$ cat config.mk
export PLATFORM = sky130hd
export DESIGN_NAME = pulse_grant_arbiter
export DESIGN_NICKNAME = d
export VERILOG_FILES = /design/src/rtl/pga_pkg.sv /design/src/rtl/pga_chan.sv /design/src/rtl/pga_prio.sv /design/src/rtl/pga_ctrl.sv /design/src/rtl/pulse_grant_arbiter.sv
export SDC_FILE = /design/constraint.sdc
export NUM_CORES = 1
export LEC_CHECK = 0
export ABC_AREA = 1
export BUFFER_PORTS_ARGS = -buffer_cell sky130_fd_sc_hd__buf_2
export CORE_UTILIZATION = 50
export DETAILED_ROUTE_END_ITERATION = 12
export PLACE_DENSITY_LB_ADDON = 0.08
export RECOVER_POWER = 100
export SLEW_MARGIN = 15
export SYNTH_ARGS = -nofsm -noshare
export SYNTH_HDL_FRONTEND = slang
export SYNTH_SLANG_ARGS = --single-unit
$ cat constraint.sdc
create_clock -name clk_i -period 2 [get_ports clk_i]
set_clock_uncertainty 0.2 [all_clocks]
set_input_delay 0.3 -clock clk_i [delete_from_list [all_inputs] [get_ports clk_i]]
set_output_delay 0.3 -clock clk_i [all_outputs]
set_load 0.05 [all_outputs]
$ cat src/rtl/pga_pkg.sv
package pga_pkg;

    localparam logic [2:0] TS_IDLE = 3'd0;
    localparam logic [2:0] TS_T1   = 3'd1;
    localparam logic [2:0] TS_T2   = 3'd2;
    localparam logic [2:0] TS_T3   = 3'd3;
    localparam logic [2:0] TS_TW   = 3'd4;
    localparam logic [2:0] TS_T4   = 3'd5;

    typedef enum logic [1:0] {
        GS_HOST,
        GS_GRANT,
        GS_HELD,
        GS_DEAD
    } gstate_e;

    typedef struct packed {
        logic prev;
        logic pend;
        logic late;
    } chan_st_t;

    // A request seen in these phases is too late for the current cycle's T4
    function automatic logic in_late_phase(input logic [2:0] ts);
        return (ts == TS_T3) || (ts == TS_TW) || (ts == TS_T4);
    endfunction

    function automatic logic at_cycle_start(input logic [2:0] ts);
        return (ts == TS_IDLE) || (ts == TS_T1);
    endfunction

endpackage

$ cat src/rtl/pga_chan.sv
module pga_chan
    import pga_pkg::*;
(
    input  logic       clk_i,
    input  logic       rst_ni,
    input  logic       line_i,
    input  logic       drive_i,
    input  logic       owner_held_i,
    input  logic       take_i,
    input  logic [2:0] tstate_i,
    output logic       fall_o,
    output logic       pend_o,
    output logic       late_o
);

    chan_st_t st_d, st_q;
    logic     fall;

    always_comb begin
        st_d = st_q;
        // our own grant pulse on the wire is never taken as a master edge
        fall      = st_q.prev & ~line_i & ~drive_i;
        st_d.prev = drive_i ? 1'b1 : line_i;
        if (take_i) begin
            st_d.pend = 1'b0;
            st_d.late = 1'b0;
        end else if (fall && !owner_held_i && !st_q.pend) begin
            st_d.pend = 1'b1;
            st_d.late = in_late_phase(tstate_i);
        end else if (at_cycle_start(tstate_i)) begin
            st_d.late = 1'b0;
        end
    end

    always_ff @(posedge clk_i or negedge rst_ni) begin
        if (!rst_ni) begin
            st_q <= '{prev: 1'b1, pend: 1'b0, late: 1'b0};
        end else begin
            st_q <= st_d;
        end
    end

    assign fall_o = fall;
    assign pend_o = st_q.pend;
    assign late_o = st_q.late;

    AST_LATE_NEEDS_PEND: assert property (@(posedge clk_i) disable iff (!rst_ni)
        late_o |-> pend_o);

    AST_TAKE_CLEARS: assert property (@(posedge clk_i) disable iff (!rst_ni)
        take_i |=> !pend_o);

endmodule

$ cat src/rtl/pga_prio.sv
module pga_prio #(
    parameter int NCH = 2
) (
    input  logic [NCH-1:0] elig_i,
    output logic [NCH-1:0] sel_o,
    output logic           any_o
);

    always_comb begin
        sel_o = '0;
        for (int i = NCH - 1; i >= 0; i--) begin
            if (elig_i[i]) begin
                sel_o    = '0;
                sel_o[i] = 1'b1;
            end
        end
    end

    assign any_o = |elig_i;

endmodule

$ cat src/rtl/pga_ctrl.sv
module pga_ctrl
    import pga_pkg::*;
#(
    parameter int NCH = 2
) (
    input  logic           clk_i,
    input  logic           rst_ni,
    input  logic [2:0]     tstate_i,
    input  logic           odd_lo_i,
    input  logic           inta_first_i,
    input  logic           lock_i,
    input  logic [NCH-1:0] pend_i,
    input  logic [NCH-1:0] late_i,
    input  logic [NCH-1:0] fall_i,
    output logic [NCH-1:0] oe_o,
    output logic [NCH-1:0] take_o,
    output logic [NCH-1:0] owner_held_o,
    output logic           float_o,
    output logic           hold_o
);

    typedef struct packed {
        gstate_e        gs;
        logic [NCH-1:0] own;
    } ctl_t;

    ctl_t           c_d, c_q;
    logic [NCH-1:0] elig;
    logic [NCH-1:0] sel;
    logic           any;
    logic           t4_ok;
    logic           idle_ok;

    assign t4_ok   = (tstate_i == TS_T4) && !odd_lo_i && !inta_first_i && !lock_i;
    assign idle_ok = (tstate_i == TS_IDLE) && !lock_i;

    always_comb begin
        for (int i = 0; i < NCH; i++) begin
            elig[i] = pend_i[i] && ((t4_ok && !late_i[i]) || idle_ok);
        end
    end

    pga_prio #(.NCH(NCH)) u_prio (
        .elig_i (elig),
        .sel_o  (sel),
        .any_o  (any)
    );

    always_comb begin
        c_d    = c_q;
        take_o = '0;
        unique case (c_q.gs)
            GS_HOST: begin
                if (any) begin
                    c_d.gs  = GS_GRANT;
                    c_d.own = sel;
                    take_o  = sel;
                end
            end
            GS_GRANT: c_d.gs = GS_HELD;
            GS_HELD: begin
                if (|(fall_i & c_q.own)) begin
                    c_d.gs  = GS_DEAD;
                    c_d.own = '0;
                end
            end
            GS_DEAD: c_d.gs = GS_HOST;
            default: c_d.gs = GS_HOST;
        endcase
    end

    always_ff @(posedge clk_i or negedge rst_ni) begin
        if (!rst_ni) begin
            c_q <= '{gs: GS_HOST, own: '0};
        end else begin
            c_q <= c_d;
        end
    end

    assign oe_o         = (c_q.gs == GS_GRANT) ? c_q.own : '0;
    assign owner_held_o = (c_q.gs == GS_HELD) ? c_q.own : '0;
    assign float_o      = (c_q.gs == GS_GRANT) || (c_q.gs == GS_HELD);
    assign hold_o       = (c_q.gs == GS_HELD);

    AST_GRANT_ONE_CLOCK: assert property (@(posedge clk_i) disable iff (!rst_ni)
        (|oe_o) |=> !(|oe_o));

    AST_HOLD_FOLLOWS_GRANT: assert property (@(posedge clk_i) disable iff (!rst_ni)
        (|oe_o) |=> hold_o);

    AST_DEAD_CLOCK: assert property (@(posedge clk_i) disable iff (!rst_ni)
        $fell(hold_o) |=> !(|oe_o));

    AST_GRANT_AT_BOUNDARY: assert property (@(posedge clk_i) disable iff (!rst_ni)
        $rose(|oe_o) |-> ($past(tstate_i) == TS_T4 || $past(tstate_i) == TS_IDLE));

    AST_T4_ATTR_CLEAR: assert property (@(posedge clk_i) disable iff (!rst_ni)
        ($rose(|oe_o) && $past(tstate_i) == TS_T4)
            |-> !$past(odd_lo_i || inta_first_i || lock_i));

endmodule

$ cat src/rtl/pulse_grant_arbiter.sv
module pulse_grant_arbiter
    import pga_pkg::*;
#(
    parameter int NCH = 2
) (
    input  logic           clk_i,
    input  logic           rst_ni,
    input  logic [2:0]     tstate_i,
    input  logic           odd_lo_i,
    input  logic           inta_first_i,
    input  logic           lock_i,
    input  logic [NCH-1:0] rqgt_i,
    output logic [NCH-1:0] rqgt_o,
    output logic [NCH-1:0] rqgt_oe_o,
    output logic           bus_float_o,
    output logic           hold_o
);

    logic [NCH-1:0] fall;
    logic [NCH-1:0] pend;
    logic [NCH-1:0] late;
    logic [NCH-1:0] take;
    logic [NCH-1:0] owner_held;
    logic [NCH-1:0] oe;

    for (genvar g = 0; g < NCH; g++) begin : g_chan
        pga_chan u_chan (
            .clk_i        (clk_i),
            .rst_ni       (rst_ni),
            .line_i       (rqgt_i[g]),
            .drive_i      (oe[g]),
            .owner_held_i (owner_held[g]),
            .take_i       (take[g]),
            .tstate_i     (tstate_i),
            .fall_o       (fall[g]),
            .pend_o       (pend[g]),
            .late_o       (late[g])
        );
    end

    pga_ctrl #(.NCH(NCH)) u_ctrl (
        .clk_i        (clk_i),
        .rst_ni       (rst_ni),
        .tstate_i     (tstate_i),
        .odd_lo_i     (odd_lo_i),
        .inta_first_i (inta_first_i),
        .lock_i       (lock_i),
        .pend_i       (pend),
        .late_i       (late),
        .fall_i       (fall),
        .oe_o         (oe),
        .take_o       (take),
        .owner_held_o (owner_held),
        .float_o      (bus_float_o),
        .hold_o       (hold_o)
    );

    assign rqgt_o    = '0;
    assign rqgt_oe_o = oe;

    AST_DRIVE_WHILE_FLOATING: assert property (@(posedge clk_i) disable iff (!rst_ni)
        (|rqgt_oe_o) |-> (bus_float_o && !hold_o));

    AST_SINGLE_DRIVER: assert property (@(posedge clk_i) disable iff (!rst_ni)
        $onehot0(rqgt_oe_o));

endmodule

; Yosys cells after proc, flatten, opt, wreduce, memory -nomap -nowiden
; Index checks and enable logic that the tools add are counted.
[totals]
ff_bits = 10
output_inout_bits = 6
in_bits = 10
wordCells = 83
[op_classes]
n_mux = 19
n_reduce_logical = 38
bitwise_logic = 9
eq_ne = 9
[ops]
columns = operator, n
row1 = $mux W2, 8
row2 = $logic_and A1 B1 Y1, 12
row3 = $logic_not A1 Y1, 9
row4 = $mux W4, 2
row5 = $pmux W2 S4, 1
row6 = $mux W1, 7
row7 = $eq A3 B3 Y1 const B, 2
row8 = $logic_or A1 B1 Y1, 6
row9 = $reduce_bool A2 Y1, 3
row10 = $reduce_bool A3 Y1, 2
row11 = $and A1 B1 Y1, 4
row12 = $eq A2 B2 Y1 const B, 2
row13 = $ne A2 B1 Y1 const B, 2
row14 = $not A1 Y1, 4
row15 = $pmux W2 S2, 1
row16 = $reduce_or A2 Y1, 2
row17 = $eq A3 B1 Y1 const B, 1
row18 = $eq A3 B2 Y1 const B, 1
row19 = $logic_not A3 Y1, 1
row20 = $reduce_and A3 Y1, 1
row21 = $and A2 B2 Y2, 1
row22 = $eq A2 B1 Y1 const B, 1
row23 = $logic_not A2 Y1, 1
row24 = $reduce_and A2 Y1, 1

; Longest topological paths before layout
; Gate-level depths: netlist of run 1.
[depth]
depth_word = 12
mapped_depth = 10
mapped_depth_nobuf = 10

; By module
; Synthesis of run 1 repeated with hierarchy kept, for this count alone.
[unflattened]
hier_cells = 111
hier_area_um2 = 711.9
[modules_own_cells]
columns = mod, seq_area_each_um2, instances, area_each_um2, cells_per_inst
row1 = pga_ctrl, 100.1, 1, 347.8, 57
row2 = pga_chan, 76.3, 2, 161.4, 23
row3 = pga_prio, 0.0, 1, 22.5, 5
row4 = pulse_grant_arbiter, 0.0, 1, 18.8, 3

; Least setup slack after synthesis of run 1
; No wires, ideal clock.
[synth_path]
kind = register to register
from = register u_ctrl.c_q[2] (netlist bit)
to = register u_ctrl.c_q[1] (netlist bit)
synth_period_minus_slack_ns = 1.712
t_required_ns = 1.683
setup_time_ns = 0.117
path_buffers = 0
path_stages_with_launch = 7
arrival_time_ns = 1.395
slack_ns = 0.288
cell_sequence = dfrtp_1 inv_1 ha_1 or2_2 nand3_4 nand2_1 nand2_1
[synth_via]
word_cells_on_any_way = 15
classes_between = eq/ne: 4 / mux: 2 / bitwise: 5 / reduce/logical: 4
[synth_rtl]
columns = element, line_no
row1 = start: declaration, pga_ctrl.sv:27  ; ctl_t c_d, c_q;
row2 = start signal: assignment, pga_ctrl.sv:74  ; c_q <= '{gs: GS_HOST, own: '0};
row3 = $eq A2 B2 Y1 *, n/a
row4 = net hold_o, pulse_grant_arbiter.sv:16  ; output logic hold_o
row5 = $ne A2 B1 Y1 (no source line) or $reduce_bool A2 Y1 (tied branches), n/a
row6 = $reduce_and A3 Y1 (no source line), n/a
; The timed path passes the listed nets; every way through them passes the cells marked *.
; A chain may end at the register's enable or synchronous reset.

; Worst setup path after layout of run 1
[layout_path]
from = register u_ctrl.c_q[3] (netlist bit)
to = output port rqgt_oe_o[1]
[layout_via]
elab_chain_cells = 2
[layout_rtl]
columns = element, line_no
row1 = $eq A2 B1 Y1, pga_ctrl.sv:80  ; assign oe_o = (c_q.gs == GS_GRANT) ? c_q.own : '0;
row2 = $mux W2, pga_ctrl.sv:80
row3 = end: declaration, pulse_grant_arbiter.sv:14  ; output logic [NCH-1:0] rqgt_oe_o,
; Every way passes these cells.

==> report_table.html, run 1 <==
<table>
<tr><th>Metric</th><th>Value</th></tr>
<tr><th colspan="2">Critical path</th></tr>
<tr><td>CP endpoint kind</td><td>output port</td></tr>
<tr><td>Arrival @ worst endpoint</td><td>1.34 ns</td></tr>
<tr><td>Largest driver fanout on the critical path</td><td>3</td></tr>
<tr><td>CP Data Required Time</td><td>1.50 ns</td></tr>
<tr><td>Number of cells traversed by the worst register-to-register path</td><td>10</td></tr>
<tr><td>CP Launch Type</td><td>register</td></tr>
<tr><td>Worst reg2reg setup slack</td><td>0.27 ns</td></tr>
<tr><td>Worst Path Class, Setup</td><td>reg -&gt; out</td></tr>
<tr><th colspan="2">Yosys</th></tr>
<tr><td>Proportion of synthesized chip area in sequential cells</td><td>roughly 37%</td></tr>
<tr><td>Top flip-flop cell by instance count after synthesis</td><td>sky130_fd_sc_hd__dfrtp_1</td></tr>
<tr><td>Avg Cell Area, Syn</td><td>7.87 um^2</td></tr>
<tr><td>Cell count after synthesis</td><td>86</td></tr>
<tr><td>Yosys reg bits</td><td>10</td></tr>
<tr><td>Share of flip-flops with an asynchronous set or reset after synthesis</td><td>between 90% and 100%</td></tr>
<tr><td>Distinct cell type count after synthesis</td><td>24</td></tr>
<tr><td>Syn Std Cell Area</td><td>677 um^2</td></tr>
<tr><td>EDFF count, synth</td><td>0</td></tr>
<tr><td>Ys Warns</td><td>0</td></tr>
<tr><th colspan="2">GRT</th></tr>
<tr><td>Via count of the first global-routing pass</td><td>477</td></tr>
<tr><td>First-pass GRT wire length</td><td>between 1500 and 2000 um</td></tr>
<tr><td>All-layer global routing usage</td><td>about a fifth</td></tr>
<tr><td>Initial antenna violation count</td><td>0</td></tr>
<tr><td>Largest net degree at the start of global routing</td><td>11</td></tr>
<tr><td>Overflow left after global routing</td><td>0</td></tr>
<tr><th colspan="2">Hold path</th></tr>
<tr><td>Min-Delay Path Class</td><td>in -&gt; reg</td></tr>
<tr><td>Hold Path Stages</td><td>3</td></tr>
<tr><th colspan="2">Power and ir drop</th></tr>
<tr><td>Share of power burned in the clock network</td><td>a little under a fifth</td></tr>
<tr><td>Switching power</td><td>between 0.4 and 0.5 mW</td></tr>
<tr><td>Sequential power share</td><td>around 32%</td></tr>
<tr><td>Comb pwr share</td><td>about half</td></tr>
<tr><td>Ratio of total power to cell area</td><td>roughly 1300 nW/um^2</td></tr>
<tr><td>Leakage component of the power</td><td>0.434 nW</td></tr>
<tr><td>Switching share of power</td><td>46.9%</td></tr>
<tr><td>Peak supply drop</td><td>1.14 mV</td></tr>
<tr><td>Design internal power</td><td>about 0.53 mW</td></tr>
<tr><th colspan="2">Clock network</th></tr>
<tr><td>Maximum number of buffers from clock root to sink</td><td>2</td></tr>
<tr><td>CTS tree</td><td>yes</td></tr>
<tr><td>Count of clock tree sinks</td><td>10</td></tr>
<tr><td>Clock-pin transition on the worst setup and hold timing paths</td><td>about 0.07 ns</td></tr>
<tr><td>Worst-Skew Late Latency</td><td>between 0.2 and 0.3 ns</td></tr>
<tr><td>Number of buffers created by CTS</td><td>3</td></tr>
<tr><td>H-Tree Level Count</td><td>1</td></tr>
<tr><td>Buffer cell driving the clock tree root</td><td>sky130_fd_sc_hd__clkbuf_4</td></tr>
<tr><th colspan="2">Layout</th></tr>
<tr><td>Final Core Density</td><td>between 60 and 70%</td></tr>
<tr><td>Signed area change from the synthesized netlist to the final layout</td><td>12.0%</td></tr>
<tr><td>Share of final-layout standard cells stronger than drive strength 1</td><td>24.8%</td></tr>
<tr><td>Diodes inserted</td><td>0</td></tr>
<tr><td>Final #Nets</td><td>115</td></tr>
<tr><th colspan="2">Die</th></tr>
<tr><td>Number of standard-cell rows in the floorplan</td><td>12</td></tr>
<tr><td>Effective utilization at floorplan</td><td>57.1%</td></tr>
<tr><td>IO Pins</td><td>16</td></tr>
<tr><td>Total Die Area</td><td>1510 um^2</td></tr>
<tr><td>Placeable core region</td><td>about 1200 um^2</td></tr>
<tr><td>Vertical die dimension</td><td>38.8 um</td></tr>
<tr><td>Horizontal die dimension</td><td>38.8 um</td></tr>
<tr><th colspan="2">Placed design</th></tr>
<tr><td>Detail Placement HPWL</td><td>about 970 um</td></tr>
<tr><td>Gp weighted congestion</td><td>0.766</td></tr>
<tr><td>IO buf count</td><td>13</td></tr>
<tr><th colspan="2">STA</th></tr>
<tr><td>Setup-violating endpoint count in the final report</td><td>0</td></tr>
<tr><td>Total negative slack</td><td>0 ns</td></tr>
<tr><td>RSZ-0062 raised after global routing</td><td>false</td></tr>
<tr><td>Max Clock Freq</td><td>about 540 MHz</td></tr>
<tr><td>Fin crit share</td><td>between 90 and 100%</td></tr>
<tr><td>Post-route minimum period</td><td>1.84 ns</td></tr>
<tr><td>Max_slew headroom</td><td>roughly 64%</td></tr>
<tr><td>Final hold violations</td><td>0</td></tr>
<tr><td>Final max-slew violation count</td><td>0</td></tr>
<tr><td>Measured slew at the worst slew-check pin</td><td>0.540 ns</td></tr>
<tr><th colspan="2">Routing</th></tr>
<tr><td>Wire length per cell after detailed routing</td><td>10.4 um</td></tr>
<tr><td>DRC violations left</td><td>0</td></tr>
<tr><td>First DRT Iteration DRCs</td><td>5</td></tr>
<tr><td>Routed vias</td><td>532</td></tr>
<tr><td>Via density</td><td>4.63</td></tr>
<tr><td>Total wire length after detailed routing</td><td>1200 um</td></tr>
<tr><td>Antenna-violating nets left</td><td>0</td></tr>
<tr><td>Initial DRT Pass Iterations</td><td>4</td></tr>
<tr><th colspan="2">Run</th></tr>
<tr><td>Max capacitance violation total</td><td>0</td></tr>
<tr><th colspan="2">Outcome</th></tr>
<tr><td>Outcome</td><td>completed</td></tr>
</table>
-- layer usage --
layer,GRT usage (%),share of wire (%),vias up
met2,26.7,41,11
met1,29.9,55,224
li1,-,-,295
met3,5.20,3.4,2
met5,0,0,-
met4,5.17,0.67,0
-- synth_stat cells (2+ instances only) --
library cell	number	area, um^2
sky130_fd_sc_hd__nand2_1	19	71.3
sky130_fd_sc_hd__inv_1	17	63.8
sky130_fd_sc_hd__dfrtp_1	8	200
sky130_fd_sc_hd__buf_4	4	30.0
sky130_fd_sc_hd__nor2_1	4	15.0
sky130_fd_sc_hd__o21ai_0	4	20.0
sky130_fd_sc_hd__ha_1	3	37.5
sky130_fd_sc_hd__nand2_2	3	18.8
sky130_fd_sc_hd__nand3_1	3	15.0
sky130_fd_sc_hd__nand4_1	3	18.8
sky130_fd_sc_hd__a21oi_1	2	10.0
sky130_fd_sc_hd__dfstp_2	2	52.6
sky130_fd_sc_hd__nand3_4	2	35.0
sky130_fd_sc_hd__o22ai_1	2	12.5
-- cell families after synthesis --
group	Yosys count	share of synthesized area, %
fa+ha+maj	3	5.55
compound gates	9	7.02
buf+inv	22	14.4
simple gates	40	33.6
mux	1	1.48
other cells	1	0.554
flops	10	37.3
-- state kept, by name, summed over array words and instances (netlist names) --
signal,cells
u_ctrl.c_q,4
g_chan.u_chan.late_o,2
g_chan.u_chan.pend_o,2
g_chan.u_chan.st_q,2
-- what timing repair did --
action / CTS / global route
hold endpoints to repair: 10 / 0
buffers inserted: 0 / 0
gates resized for setup: 0 / 0
hold buffers: 1 / 0
-- worst paths after layout --
check                                          start                                   to
max                        u_ctrl.c_q[3]$_DFFE_PN0P_                         rqgt_oe_o[1]
min                                        rqgt_i[0]   g_chan[0].u_chan.st_q[2]$_DFF_PN1_
max reg2reg                u_ctrl.c_q[3]$_DFFE_PN0P_            u_ctrl.c_q[1]$_DFFE_PN0P_
min reg2reg                u_ctrl.c_q[3]$_DFFE_PN0P_            u_ctrl.c_q[3]$_DFFE_PN0P_
max in group asynchronous                     rst_ni   g_chan[1].u_chan.st_q[2]$_DFF_PN1_
min in group asynchronous                     rst_ni  g_chan[1].u_chan.late_o$_DFFE_PN0P_
-- placed cells by master (no fill, tap or decap), drive strengths merged --
master,instances
or2,1
buf,8
nand2,23
nand4,4
dlygate4sd3,1
inv,17
o21ai,5
nand3b,1
nor2,5
nand3,6
conb,2
o22ai,2
mux2i,1
a21oi,2
dfrtp,8
clkbuf,9
clkinv,1
ha,3
dfstp,2
-- power by group through the flow --
| stage | combinational (mW) | sequential (mW) | clock (mW) |
|---|---|---|---|
| final | 0.498 | 0.325 | 0.184 |
| after global placement | 0.530 | 0.326 | 0 |
| after floorplan | 0.462 | 0.314 | 0 |
| after CTS | 0.541 | 0.325 | 0.189 |
| after global routing | 0.554 | 0.333 | 0.202 |
| after detailed placement | 0.533 | 0.330 | 0 |
-- stage by stage --
step	power [mW]	std cells	hold WS, ns	cell area, um^2	setup WS [ns]
floorplan	0.775	87	-0.196	681	0.288
global placement	0.856	110	-0.0243	733	0.396
global route	1.09	115	0.0544	758	0.0370
CTS	1.05	115	0.0437	779	0.149
finish	1.01	115	0.0451	758	0.159
detailed placement	0.863	110	-0.0268	733	0.367
-- worst max-delay path, stage by stage, from the launching register on --
cell and delay (ns):
sky130_fd_sc_hd__dfrtp_1 0.39, sky130_fd_sc_hd__inv_1 0.09, sky130_fd_sc_hd__ha_1 0.17, sky130_fd_sc_hd__nand2_1 0.09, sky130_fd_sc_hd__inv_1 0.07, sky130_fd_sc_hd__clkbuf_2 0.26
-- layout make-up --
class | instances | area (um^2)
Inverter | 18 | 67.6
Sequential cell | 10 | 253
Multi-Input combinational cell | 55 | 310
Timing Repair Buffer | 14 | 73.8
Clock buffer | 4 | 36.3
Fill cell | 123 | 428
Tap cell | 14 | 17.5
Power figures use the tool's default switching activity.
==> run 2, diff against run 1 <==
Settings changed: CORE_UTILIZATION 50 to 51, SYNTH_HIERARCHICAL from default to 1.
==> run 2 against run 1 <==
Compared with the run above: cell area is 7.3% higher; die area increased by 2.9%; core utilization fell by 1.4 points; worst hold slack improved by 0.0044 ns; global-route usage is 1.7 points higher; power decreased by 62%; routed wire length increased by 7.3%; sequential cell count unchanged; critical path type unchanged.
==> report_table.html, run 2 <==
<table>
<tr><th>Metric</th><th>Value</th></tr>
<tr><th colspan="2">Yosys</th></tr>
<tr><td>Combinational family with the most area after synthesis</td><td>simple AND/OR/NAND/NOR gates (unchanged)</td></tr>
<tr><td>Share of flip-flops with an asynchronous set or reset after synthesis</td><td>100% (unchanged)</td></tr>
<tr><td>Yosys reg bits</td><td>10 (unchanged)</td></tr>
<tr><td>Ys Warns</td><td>6 (was 0)</td></tr>
<tr><td>Simple-gate share of the synthesized area</td><td>27.6% (was 33.6%)</td></tr>
<tr><td>Synthesized-area fraction occupied by adder cells</td><td>5.27% (was 5.55%)</td></tr>
<tr><td>Synth top area cells</td><td>sky130_fd_sc_hd__dfrtp_1 (28%), sky130_fd_sc_hd__inv_1 (17%), sky130_fd_sc_hd__nand2_1 (13%) (was sky130_fd_sc_hd__dfrtp_1 (30%), sky130_fd_sc_hd__nand2_1 (11%), sky130_fd_sc_hd__inv_1 (9.4%))</td></tr>
<tr><td>Fraction of synthesized area in multiplexers</td><td>0% (was 1.48%)</td></tr>
<tr><td>Syn Std Cell Area</td><td>712 um^2 (was 677 um^2)</td></tr>
<tr><td>Proportion of synthesized chip area in sequential cells</td><td>35.5% (was 37.3%)</td></tr>
<tr><td>Distinct cell type count after synthesis</td><td>19 (was 24)</td></tr>
<tr><td>Top flip-flop cell by instance count after synthesis</td><td>sky130_fd_sc_hd__dfrtp_1 (unchanged)</td></tr>
<tr><td>Area share of xor/xnor cells in the synthesized design</td><td>0% (unchanged)</td></tr>
<tr><td>Top cell type by total area after synthesis</td><td>sky130_fd_sc_hd__dfrtp_1 (unchanged)</td></tr>
<tr><td>Avg Cell Area, Syn</td><td>6.41 um^2 (was 7.87 um^2)</td></tr>
<tr><td>Compound-cell area share of the yosys netlist</td><td>10.0% (was 7.02%)</td></tr>
<tr><td>Most frequent cell after synthesis</td><td>sky130_fd_sc_hd__inv_1 (was sky130_fd_sc_hd__nand2_1)</td></tr>
<tr><td>Cell count after synthesis</td><td>111 (was 86)</td></tr>
<tr><td>EDFF count, synth</td><td>0 (unchanged)</td></tr>
<tr><td>Most instantiated cells after synthesis</td><td>sky130_fd_sc_hd__inv_1 (33), sky130_fd_sc_hd__nand2_1 (25), sky130_fd_sc_hd__nor2_1 (11) (was sky130_fd_sc_hd__nand2_1 (19), sky130_fd_sc_hd__inv_1 (17), sky130_fd_sc_hd__dfrtp_1 (8))</td></tr>
<tr><td>Area share of the leading cell type in the synthesized netlist</td><td>28.1% (was 29.6%)</td></tr>
<tr><th colspan="2">Clock network</th></tr>
<tr><td>Maximum number of buffers from clock root to sink</td><td>2 (unchanged)</td></tr>
<tr><td>CTS tree</td><td>yes (unchanged)</td></tr>
<tr><td>Clock-pin transition on the worst setup and hold timing paths</td><td>0.07 ns (about the same)</td></tr>
<tr><td>Worst-Skew Late Latency</td><td>0.26 ns (about the same)</td></tr>
<tr><td>Buffer cell driving the clock tree root</td><td>sky130_fd_sc_hd__clkbuf_4 (unchanged)</td></tr>
<tr><td>Number of gates resized after cts</td><td>0 (unchanged)</td></tr>
<tr><td>Post-CTS repair timing setup buffer count</td><td>0 (unchanged)</td></tr>
<tr><td>Count of clock tree sinks</td><td>10 (unchanged)</td></tr>
<tr><td>H-Tree Level Count</td><td>1 (unchanged)</td></tr>
<tr><td># hold bufs at CTS</td><td>1 (unchanged)</td></tr>
<tr><td>Number of buffers created by CTS</td><td>3 (unchanged)</td></tr>
<tr><th colspan="2">Critical path</th></tr>
<tr><td>CP Launch Type</td><td>register (unchanged)</td></tr>
<tr><td>Number of cells traversed by the worst register-to-register path</td><td>11 (was 10)</td></tr>
<tr><td>Peak per-stage delay on the critical path</td><td>0.41 ns (was 0.39 ns)</td></tr>
<tr><td>FF-to-FF Start</td><td>u_ctrl/c_q[2]$_DFFE_PN0P_ (was u_ctrl.c_q[3]$_DFFE_PN0P_)</td></tr>
<tr><td>CP endpoint kind</td><td>output port (unchanged)</td></tr>
<tr><td>Arrival @ worst endpoint</td><td>1.33 ns (was 1.34 ns)</td></tr>
<tr><td>Worst reg2reg setup slack</td><td>0.20 ns (was 0.27 ns)</td></tr>
<tr><td>Buf/Inv on CP</td><td>2 (was 3)</td></tr>
<tr><td>Startpoint of the most critical setup path</td><td>u_ctrl/c_q[2]$_DFFE_PN0P_ (was u_ctrl.c_q[3]$_DFFE_PN0P_)</td></tr>
<tr><td>Slowest cell on the critical path</td><td>sky130_fd_sc_hd__dfrtp_1 (unchanged)</td></tr>
<tr><td>Series of cell instances along the critical path</td><td>inv_1 -&gt; ha_1 -&gt; clkbuf_2 (was inv_1 -&gt; ha_1 -&gt; nand2_1 -&gt; inv_1 -&gt; clkbuf_2)</td></tr>
<tr><td>Worst reg2reg path endpoint</td><td>u_ctrl/c_q[0]$_DFFE_PN0P_ (was u_ctrl.c_q[1]$_DFFE_PN0P_)</td></tr>
<tr><td>Largest driver fanout on the critical path</td><td>5 (was 3)</td></tr>
<tr><td>CP Data Required Time</td><td>1.50 ns (about the same)</td></tr>
<tr><td>Worst Path Class, Setup</td><td>reg -&gt; out (unchanged)</td></tr>
<tr><td>Crit path max-delay family</td><td>flip-flops (was buffers and inverters)</td></tr>
<tr><th colspan="2">Placed design</th></tr>
<tr><td>Gp weighted congestion</td><td>0.771 (was 0.766)</td></tr>
<tr><td>Setup slack at placement</td><td>0.178 ns (was 0.367 ns)</td></tr>
<tr><td>Detail Placement HPWL</td><td>1010 um (was 975 um)</td></tr>
<tr><td>IO buf count</td><td>13 (unchanged)</td></tr>
<tr><th colspan="2">Routing</th></tr>
<tr><td>DRC violations left</td><td>0 (unchanged)</td></tr>
<tr><td>Initial DRT Pass Iterations</td><td>4 (unchanged)</td></tr>
<tr><td>Wire length per cell after detailed routing</td><td>9.04 um (was 10.4 um)</td></tr>
<tr><td>Wire length on met3</td><td>59 um (was 41 um)</td></tr>
<tr><td>Antenna-violating nets left</td><td>0 (unchanged)</td></tr>
<tr><td>Detail Route met2 WL</td><td>578 um (was 494 um)</td></tr>
<tr><td>Total wire length after detailed routing</td><td>1280 um (was 1200 um)</td></tr>
<tr><td>First DRT Iteration DRCs</td><td>9 (was 5)</td></tr>
<tr><td>Routed vias</td><td>648 (was 532)</td></tr>
<tr><td>Max Used Layer</td><td>met4 (unchanged)</td></tr>
<tr><td>Via density</td><td>4.56 (was 4.63)</td></tr>
<tr><td>Detailed-route wire length on metal 1</td><td>632 um (was 653 um)</td></tr>
<tr><th colspan="2">STA</th></tr>
<tr><td>RSZ-0062 raised after global routing</td><td>false (unchanged)</td></tr>
<tr><td>Post-route minimum period</td><td>1.83 ns (was 1.84 ns)</td></tr>
<tr><td>Measured slew at the worst slew-check pin</td><td>0.562 ns (was 0.540 ns)</td></tr>
<tr><td>Final worst slack</td><td>0.172 ns (was 0.159 ns)</td></tr>
<tr><td>Total negative slack</td><td>0 ns (unchanged)</td></tr>
<tr><td>Setup-violating endpoint count in the final report</td><td>0 (unchanged)</td></tr>
<tr><td>Fin crit share</td><td>91.4% (was 92.0%)</td></tr>
<tr><td>Max Clock Freq</td><td>547 MHz (was 543 MHz)</td></tr>
<tr><td>Final max-slew violation count</td><td>0 (unchanged)</td></tr>
<tr><td>Final hold violations</td><td>0 (unchanged)</td></tr>
<tr><td>Max_slew headroom</td><td>62.6% (was 64.0%)</td></tr>
<tr><th colspan="2">Die</th></tr>
<tr><td>Total Die Area</td><td>1550 um^2 (was 1510 um^2)</td></tr>
<tr><td>Placeable core region</td><td>1300 um^2 (was 1190 um^2)</td></tr>
<tr><td>Effective utilization at floorplan</td><td>54.7% (was 57.1%)</td></tr>
<tr><td>Horizontal die dimension</td><td>39.4 um (was 38.8 um)</td></tr>
<tr><td>Vertical die dimension</td><td>39.4 um (was 38.8 um)</td></tr>
<tr><td>Number of standard-cell rows in the floorplan</td><td>13 (was 12)</td></tr>
<tr><td>IO Pins</td><td>16 (unchanged)</td></tr>
<tr><th colspan="2">Layout</th></tr>
<tr><td>Number of fillers in the final layout</td><td>136 (was 123)</td></tr>
<tr><td>Final Core Density</td><td>62.5% (was 63.9%)</td></tr>
<tr><td>Register ranked first by flip-flop count</td><td>u_ctrl/c_q (was u_ctrl.c_q)</td></tr>
<tr><td>Multi-input logic area</td><td>310 um^2 (unchanged)</td></tr>
<tr><td>Final #Nets</td><td>142 (was 115)</td></tr>
<tr><td>Largest register FFs</td><td>4 (unchanged)</td></tr>
<tr><td>Leading cell type in the layout, fill and taps excluded</td><td>sky130_fd_sc_hd__inv_1 (was sky130_fd_sc_hd__nand2_1)</td></tr>
<tr><td>Most used cells in the layout excluding fill and tap cells</td><td>sky130_fd_sc_hd__inv_1 (33), sky130_fd_sc_hd__nand2_1 (26), sky130_fd_sc_hd__nor2_1 (11), sky130_fd_sc_hd__dfrtp_1 (8), sky130_fd_sc_hd__buf_2 (8) (was sky130_fd_sc_hd__nand2_1 (20), sky130_fd_sc_hd__inv_1 (17), sky130_fd_sc_hd__dfrtp_1 (8), sky130_fd_sc_hd__buf_2 (8))</td></tr>
<tr><td>Share of final-layout standard cells stronger than drive strength 1</td><td>17.3% (was 24.8%)</td></tr>
<tr><td>Storage element area</td><td>253 um^2 (unchanged)</td></tr>
<tr><td>Diodes inserted</td><td>0 (unchanged)</td></tr>
<tr><td>Signed area change from the synthesized netlist to the final layout</td><td>14.2% (was 12.0%)</td></tr>
<tr><th colspan="2">Power and ir drop</th></tr>
<tr><td>Peak supply drop</td><td>0.350 mV (was 1.14 mV)</td></tr>
<tr><td>Design Power</td><td>0.388 mW (was 1.01 mW)</td></tr>
<tr><td>Ratio of total power to cell area</td><td>477 nW/um^2 (was 1330 nW/um^2)</td></tr>
<tr><td>Leakage component of the power</td><td>0.485 nW (was 0.434 nW)</td></tr>
<tr><th colspan="2">Hold path</th></tr>
<tr><td>Worst Hold Launch</td><td>rqgt_i[0] (unchanged)</td></tr>
<tr><td>Hold Path Stages</td><td>3 (unchanged)</td></tr>
<tr><td>Min-Delay Path Class</td><td>in -&gt; reg (unchanged)</td></tr>
<tr><td>End of the worst hold path</td><td>g_chan[0].u_chan/st_q[2]$_DFF_PN1_ (was g_chan[0].u_chan.st_q[2]$_DFF_PN1_)</td></tr>
<tr><th colspan="2">GRT</th></tr>
<tr><td>First-pass GRT wire length</td><td>2190 um (was 1970 um)</td></tr>
<tr><td>All-layer global routing usage</td><td>21.4% (was 19.6%)</td></tr>
<tr><td>Initial antenna violation count</td><td>0 (unchanged)</td></tr>
<tr><td>Overflow left after global routing</td><td>0 (unchanged)</td></tr>
<tr><td>Largest net degree at the start of global routing</td><td>11 (unchanged)</td></tr>
<tr><td>Via count of the first global-routing pass</td><td>586 (was 477)</td></tr>
<tr><th colspan="2">Outcome</th></tr>
<tr><td>Outcome</td><td>completed (unchanged)</td></tr>
<tr><th colspan="2">Run</th></tr>
<tr><td>Max capacitance violation total</td><td>0 (unchanged)</td></tr>
</table>
-- run 2: cell types whose count changed in the layout (fill, tap and decap cells not counted), moves of 2 or more --
cell,delta
sky130_fd_sc_hd__inv_1,+16
sky130_fd_sc_hd__nor2_1,+7
sky130_fd_sc_hd__nand2_1,+6
sky130_fd_sc_hd__a21oi_1,+4
sky130_fd_sc_hd__nand2_2,-2
sky130_fd_sc_hd__o21ai_0,-2
sky130_fd_sc_hd__o21ai_1,+2
sky130_fd_sc_hd__o22ai_1,-2
-- run 2: per-layer routing --
metal / GRT usage, % / vias to the layer above
met3: 3.41 / 2
met2: 33.8 / 21
met5: 0 / -
met4: 12.9 / 0
li1: - / 356
met1: 27.0 / 269
-- run 2: worst register-to-register path: stages, from the launching register on --
cell                      delay (ns)
sky130_fd_sc_hd__dfrtp_1        0.41
sky130_fd_sc_hd__ha_1           0.23
sky130_fd_sc_hd__nand2_1        0.06
sky130_fd_sc_hd__inv_1          0.05
sky130_fd_sc_hd__nor2_2         0.14
sky130_fd_sc_hd__inv_1          0.07
sky130_fd_sc_hd__nor2_1         0.09
sky130_fd_sc_hd__nand2_1        0.07
sky130_fd_sc_hd__nand3_1        0.11
sky130_fd_sc_hd__nand2_1        0.13
sky130_fd_sc_hd__nand2_1        0.08
sky130_fd_sc_hd__o21ai_1        0.06
-- run 2: cells by family after synthesis --
group | Yosys count
AO/OA/AOI/OAI | 13
adder cells (fa/ha/maj) | 3
buffers and inverters | 37
flip-flops | 10
other | 1
AND/OR/NAND/NOR | 47
-- run 2: worst max path at each step --
stage	endpoint	slack (ns)	depth (start not counted)
finish	hold_o	0.17	3
global route	u_ctrl/c_q[0]$_DFFE_PN0P_	0.02	12
global placement	g_chan[0].u_chan/late_o$_DFFE_PN0P_	0.17	13
floorplan	u_ctrl/c_q[3]$_DFFE_PN0P_	0.12	12
CTS	hold_o	0.18	3
detailed placement	g_chan[0].u_chan/late_o$_DFFE_PN0P_	0.18	13
-- run 2: area by class of cell --
type / count / share of cell area, %
inverter: 34 / 15.7
clock buffer: 3 / 2.77
timing repair buffer: 15 / 10.0
multi-input combinational: 65 / 38.2
sequential: 10 / 31.1
tap: 15 / 2.31
-- run 2: through the flow --
step	area, um^2	hold WS [ns]	instances
global route	813	0.0525	142
global placement	785	-0.0256	138
floorplan	716	-0.196	112
CTS	817	0.0413	142
finish	813	0.0495	142
detailed placement	785	-0.0238	138
-- run 2: where the power goes --
group / total, mW / switching, mW / internal (mW)
clock: 0.134 / 0.0649 / 0.0692
sequential: 0.208 / 0.00166 / 0.206
combinational: 0.0458 / 0.0304 / 0.0153
total: 0.388 / 0.0970 / 0.291
==> run 3, diff against run 2 <==
Settings changed: BUFFER_PORTS_ARGS -buffer_cell sky130_fd_sc_hd__buf_2 to -buffer_cell sky130_fd_sc_hd__buf_4.
==> run 3 against run 2 <==
Compared with the run above: core utilization rose by 2.3 points; maximum frequency is 1.2% lower; non-clock buffer count is the same; setup slack worse by 0.022 ns; count of clock-buffer cells in the layout grew 1; cell area up 3.7%; clock power increased by 40%; worst hold slack worse by 0.017 ns; sequential share of layout area is 1.1 points lower; critical path depth grew 2.
==> report_table.html, run 3 (synthesis results as in run 2) <==
<table>
<tr><th>Metric</th><th>Value</th></tr>
<tr><th colspan="2">Layout</th></tr>
<tr><td>Storage element area</td><td>253 um^2 (unchanged)</td></tr>
<tr><td>Design Area, Final</td><td>843 um^2 (was 813 um^2)</td></tr>
<tr><td>Largest register FFs</td><td>4 (unchanged)</td></tr>
<tr><td>Share of final-layout standard cells stronger than drive strength 1</td><td>17.2% (was 17.3%)</td></tr>
<tr><td>Register ranked first by flip-flop count</td><td>u_ctrl/c_q (unchanged)</td></tr>
<tr><td>Leading cell type in the layout, fill and taps excluded</td><td>sky130_fd_sc_hd__inv_1 (unchanged)</td></tr>
<tr><td>Final #Nets</td><td>142 (unchanged)</td></tr>
<tr><td>Signed area change from the synthesized netlist to the final layout</td><td>18.5% (was 14.2%)</td></tr>
<tr><td>Diodes inserted</td><td>0 (unchanged)</td></tr>
<tr><td>Most used cells in the layout excluding fill and tap cells</td><td>sky130_fd_sc_hd__inv_1 (33), sky130_fd_sc_hd__nand2_1 (26), sky130_fd_sc_hd__nor2_1 (11), sky130_fd_sc_hd__dfrtp_1 (8), sky130_fd_sc_hd__buf_4 (8) (was sky130_fd_sc_hd__inv_1 (33), sky130_fd_sc_hd__nand2_1 (26), sky130_fd_sc_hd__nor2_1 (11), sky130_fd_sc_hd__dfrtp_1 (8), sky130_fd_sc_hd__buf_2 (8))</td></tr>
<tr><td>Multi-input logic area</td><td>310 um^2 (unchanged)</td></tr>
<tr><td>Number of fillers in the final layout</td><td>133 (was 136)</td></tr>
<tr><th colspan="2">Clock network</th></tr>
<tr><td>Clock-pin transition on the worst setup and hold timing paths</td><td>0.07 ns (about the same)</td></tr>
<tr><td>Buffer cell driving the clock tree root</td><td>sky130_fd_sc_hd__clkbuf_4 (unchanged)</td></tr>
<tr><td>Number of buffers created by CTS</td><td>3 (unchanged)</td></tr>
<tr><td>Post-CTS repair timing setup buffer count</td><td>0 (unchanged)</td></tr>
<tr><td>H-Tree Level Count</td><td>1 (unchanged)</td></tr>
<tr><td>CTS tree</td><td>yes (unchanged)</td></tr>
<tr><td>Maximum number of buffers from clock root to sink</td><td>2 (unchanged)</td></tr>
<tr><td>Worst-Skew Late Latency</td><td>0.27 ns (was 0.26 ns)</td></tr>
<tr><td>Count of clock tree sinks</td><td>10 (unchanged)</td></tr>
<tr><th colspan="2">STA</th></tr>
<tr><td>Post-route minimum period</td><td>1.85 ns (was 1.83 ns)</td></tr>
<tr><td>Total negative slack</td><td>0 ns (unchanged)</td></tr>
<tr><td>Setup-violating endpoint count in the final report</td><td>0 (unchanged)</td></tr>
<tr><td>RSZ-0062 raised after global routing</td><td>false (unchanged)</td></tr>
<tr><td>Measured slew at the worst slew-check pin</td><td>0.562 ns (about the same)</td></tr>
<tr><td>Max_slew headroom</td><td>62.6% (about the same)</td></tr>
<tr><td>Final max-slew violation count</td><td>0 (unchanged)</td></tr>
<tr><td>Worst slack on hold paths</td><td>0.0324 ns (was 0.0495 ns)</td></tr>
<tr><td>Final hold violations</td><td>0 (unchanged)</td></tr>
<tr><td>Final worst slack</td><td>0.150 ns (was 0.172 ns)</td></tr>
<tr><td>Max Clock Freq</td><td>541 MHz (was 547 MHz)</td></tr>
<tr><td>Fin crit share</td><td>92.5% (was 91.4%)</td></tr>
<tr><th colspan="2">Critical path</th></tr>
<tr><td>Largest driver fanout on the critical path</td><td>3 (was 5)</td></tr>
<tr><td>FF-to-FF Start</td><td>u_ctrl/c_q[3]$_DFFE_PN0P_ (was u_ctrl/c_q[2]$_DFFE_PN0P_)</td></tr>
<tr><td>Peak per-stage delay on the critical path</td><td>0.40 ns (was 0.41 ns)</td></tr>
<tr><td>Worst Path Class, Setup</td><td>reg -&gt; out (unchanged)</td></tr>
<tr><td>Arrival @ worst endpoint</td><td>1.35 ns (was 1.33 ns)</td></tr>
<tr><td>Series of cell instances along the critical path</td><td>inv_1 -&gt; ha_1 -&gt; nand2_1 -&gt; inv_1 -&gt; clkbuf_2 (was inv_1 -&gt; ha_1 -&gt; clkbuf_2)</td></tr>
<tr><td>CP endpoint kind</td><td>output port (unchanged)</td></tr>
<tr><td>CP Data Required Time</td><td>1.50 ns (about the same)</td></tr>
<tr><td>Slowest cell on the critical path</td><td>sky130_fd_sc_hd__dfrtp_1 (unchanged)</td></tr>
<tr><td>CP Launch Type</td><td>register (unchanged)</td></tr>
<tr><td>Most common cell type on the critical path</td><td>sky130_fd_sc_hd__inv_1</td></tr>
<tr><td>Startpoint of the most critical setup path</td><td>u_ctrl/c_q[3]$_DFFE_PN0P_ (was u_ctrl/c_q[2]$_DFFE_PN0P_)</td></tr>
<tr><th colspan="2">Routing</th></tr>
<tr><td>Total wire length after detailed routing</td><td>1310 um (was 1280 um)</td></tr>
<tr><td>DRC violations left</td><td>0 (unchanged)</td></tr>
<tr><td>First DRT Iteration DRCs</td><td>9 (unchanged)</td></tr>
<tr><td>Initial DRT Pass Iterations</td><td>4 (unchanged)</td></tr>
<tr><td>Routed vias</td><td>647 (was 648)</td></tr>
<tr><td>Antenna-violating nets left</td><td>0 (unchanged)</td></tr>
<tr><td>Wire length per cell after detailed routing</td><td>9.16 um (was 9.04 um)</td></tr>
<tr><td>Via density</td><td>4.52 (was 4.56)</td></tr>
<tr><th colspan="2">Hold path</th></tr>
<tr><td>Worst Hold Launch</td><td>rqgt_i[0] (unchanged)</td></tr>
<tr><td>Min-Delay Path Class</td><td>in -&gt; reg (unchanged)</td></tr>
<tr><th colspan="2">Placed design</th></tr>
<tr><td>Detail Placement HPWL</td><td>1000 um (was 1010 um)</td></tr>
<tr><td>Setup slack at placement</td><td>0.161 ns (was 0.178 ns)</td></tr>
<tr><td>Dpl cell area</td><td>817 um^2 (was 785 um^2)</td></tr>
<tr><td>Gp weighted congestion</td><td>0.801 (was 0.771)</td></tr>
<tr><td>IO buf count</td><td>13 (unchanged)</td></tr>
<tr><th colspan="2">GRT</th></tr>
<tr><td>Overflow left after global routing</td><td>0 (unchanged)</td></tr>
<tr><td>All-layer global routing usage</td><td>21.8% (was 21.4%)</td></tr>
<tr><td>First-pass GRT wire length</td><td>2190 um (about the same)</td></tr>
<tr><td>Met1 global-route usage</td><td>28.9% (was 27.0%)</td></tr>
<tr><td>Met2 Track Usage GR</td><td>31.7% (was 33.8%)</td></tr>
<tr><td>Busiest layer in global routing</td><td>met2 (unchanged)</td></tr>
<tr><td>Largest net degree at the start of global routing</td><td>11 (unchanged)</td></tr>
<tr><td>Initial antenna violation count</td><td>0 (unchanged)</td></tr>
<tr><td>Via count of the first global-routing pass</td><td>562 (was 586)</td></tr>
<tr><td>Met3 capacity usage during global routing</td><td>5.11% (was 3.41%)</td></tr>
<tr><th colspan="2">Die</th></tr>
<tr><td>Effective utilization at floorplan</td><td>54.7% (unchanged)</td></tr>
<tr><td>Vertical die dimension</td><td>39.4 um (unchanged)</td></tr>
<tr><td>Horizontal die dimension</td><td>39.4 um (unchanged)</td></tr>
<tr><td>IO Pins</td><td>16 (unchanged)</td></tr>
<tr><td>Number of standard-cell rows in the floorplan</td><td>13 (unchanged)</td></tr>
<tr><td>Total Die Area</td><td>1550 um^2 (unchanged)</td></tr>
<tr><td>Placeable core region</td><td>1300 um^2 (unchanged)</td></tr>
<tr><th colspan="2">Power and ir drop</th></tr>
<tr><td>Leakage component of the power</td><td>0.496 nW (was 0.485 nW)</td></tr>
<tr><td>Peak supply drop</td><td>0.354 mV (was 0.350 mV)</td></tr>
<tr><td>Ratio of total power to cell area</td><td>527 nW/um^2 (was 477 nW/um^2)</td></tr>
<tr><th colspan="2">Run</th></tr>
<tr><td>Max capacitance violation total</td><td>0 (unchanged)</td></tr>
<tr><th colspan="2">Outcome</th></tr>
<tr><td>Outcome</td><td>completed (unchanged)</td></tr>
</table>
run 3: cell types whose count changed in the layout (fill, tap and decap cells not counted), sizes merged:
cell / before / now
buf: 9 / 8
clkbuf: 8 / 10
run 3: cell type report:
type / instances / area share [%]
inverters: 34 / 15.1
clock buffers: 4 / 4.30
multi-input cells: 65 / 36.8
well taps: 15 / 2.23
flip-flops and latches: 10 / 30.0
repair buffers: 15 / 11.6
run 3: worst max-delay path: cells and delay by family, from the launching register on:
kind	cells	cell delay (ns)
buffers and inverters	3	0.45
adders and majority gates	1	0.18
DFF	1	0.40
and+or+nand+nor	1	0.06
run 3: final timing paths:
| check | to | cells past startpoint | slack, ns |
|---|---|---|---|
| setup / recovery | rqgt_oe_o[1] | 5 | 0.15 |
| hold / removal | g_chan[0].u_chan/st_q[2]$_DFF_PN1_ | 3 | 0.03 |
| setup reg to reg | u_ctrl/c_q[0]$_DFFE_PN0P_ | 12 | 0.21 |
| hold reg to reg | u_ctrl/c_q[2]$_DFFE_PN0P_ | 2 | 0.31 |
| max in group asynchronous | g_chan[0].u_chan/st_q[2]$_DFF_PN1_ | 2 | 0.90 |
| min in group asynchronous | g_chan[1].u_chan/late_o$_DFFE_PN0P_ | 2 | 0.33 |
run 3: per-stage QoR:
stage | total power, mW | utilization [%] | std cells
after floorplan | 0.241 | - | 112
after global placement | 0.261 | 62.8 | 138
after detailed placement | 0.261 | 62.8 | 138
after CTS | 0.456 | 66.3 | 143
after global routing | 0.470 | 64.8 | 143
final | 0.444 | 64.8 | 143
run 3: layer usage:
layer	wire (um)	part of all wire [%]
met1	652	50
met5	0	0
met2	592	45
met3	42	3.2
met4	22	1.7
run 3: where the power goes:
| part | total, mW | switching (mW) | internal (mW) |
|---|---|---|---|
| clock | 0.187 | 0.0766 | 0.111 |
| sequential | 0.207 | 0.00159 | 0.206 |
| combinational | 0.0496 | 0.0307 | 0.0189 |
| total | 0.444 | 0.109 | 0.335 |
run 3: timing repair:
action,CTS,global route
endpoints found under the setup margin,0,0
hold endpoints to repair,10,0
resized for setup,0,0
hold buffers,1,0
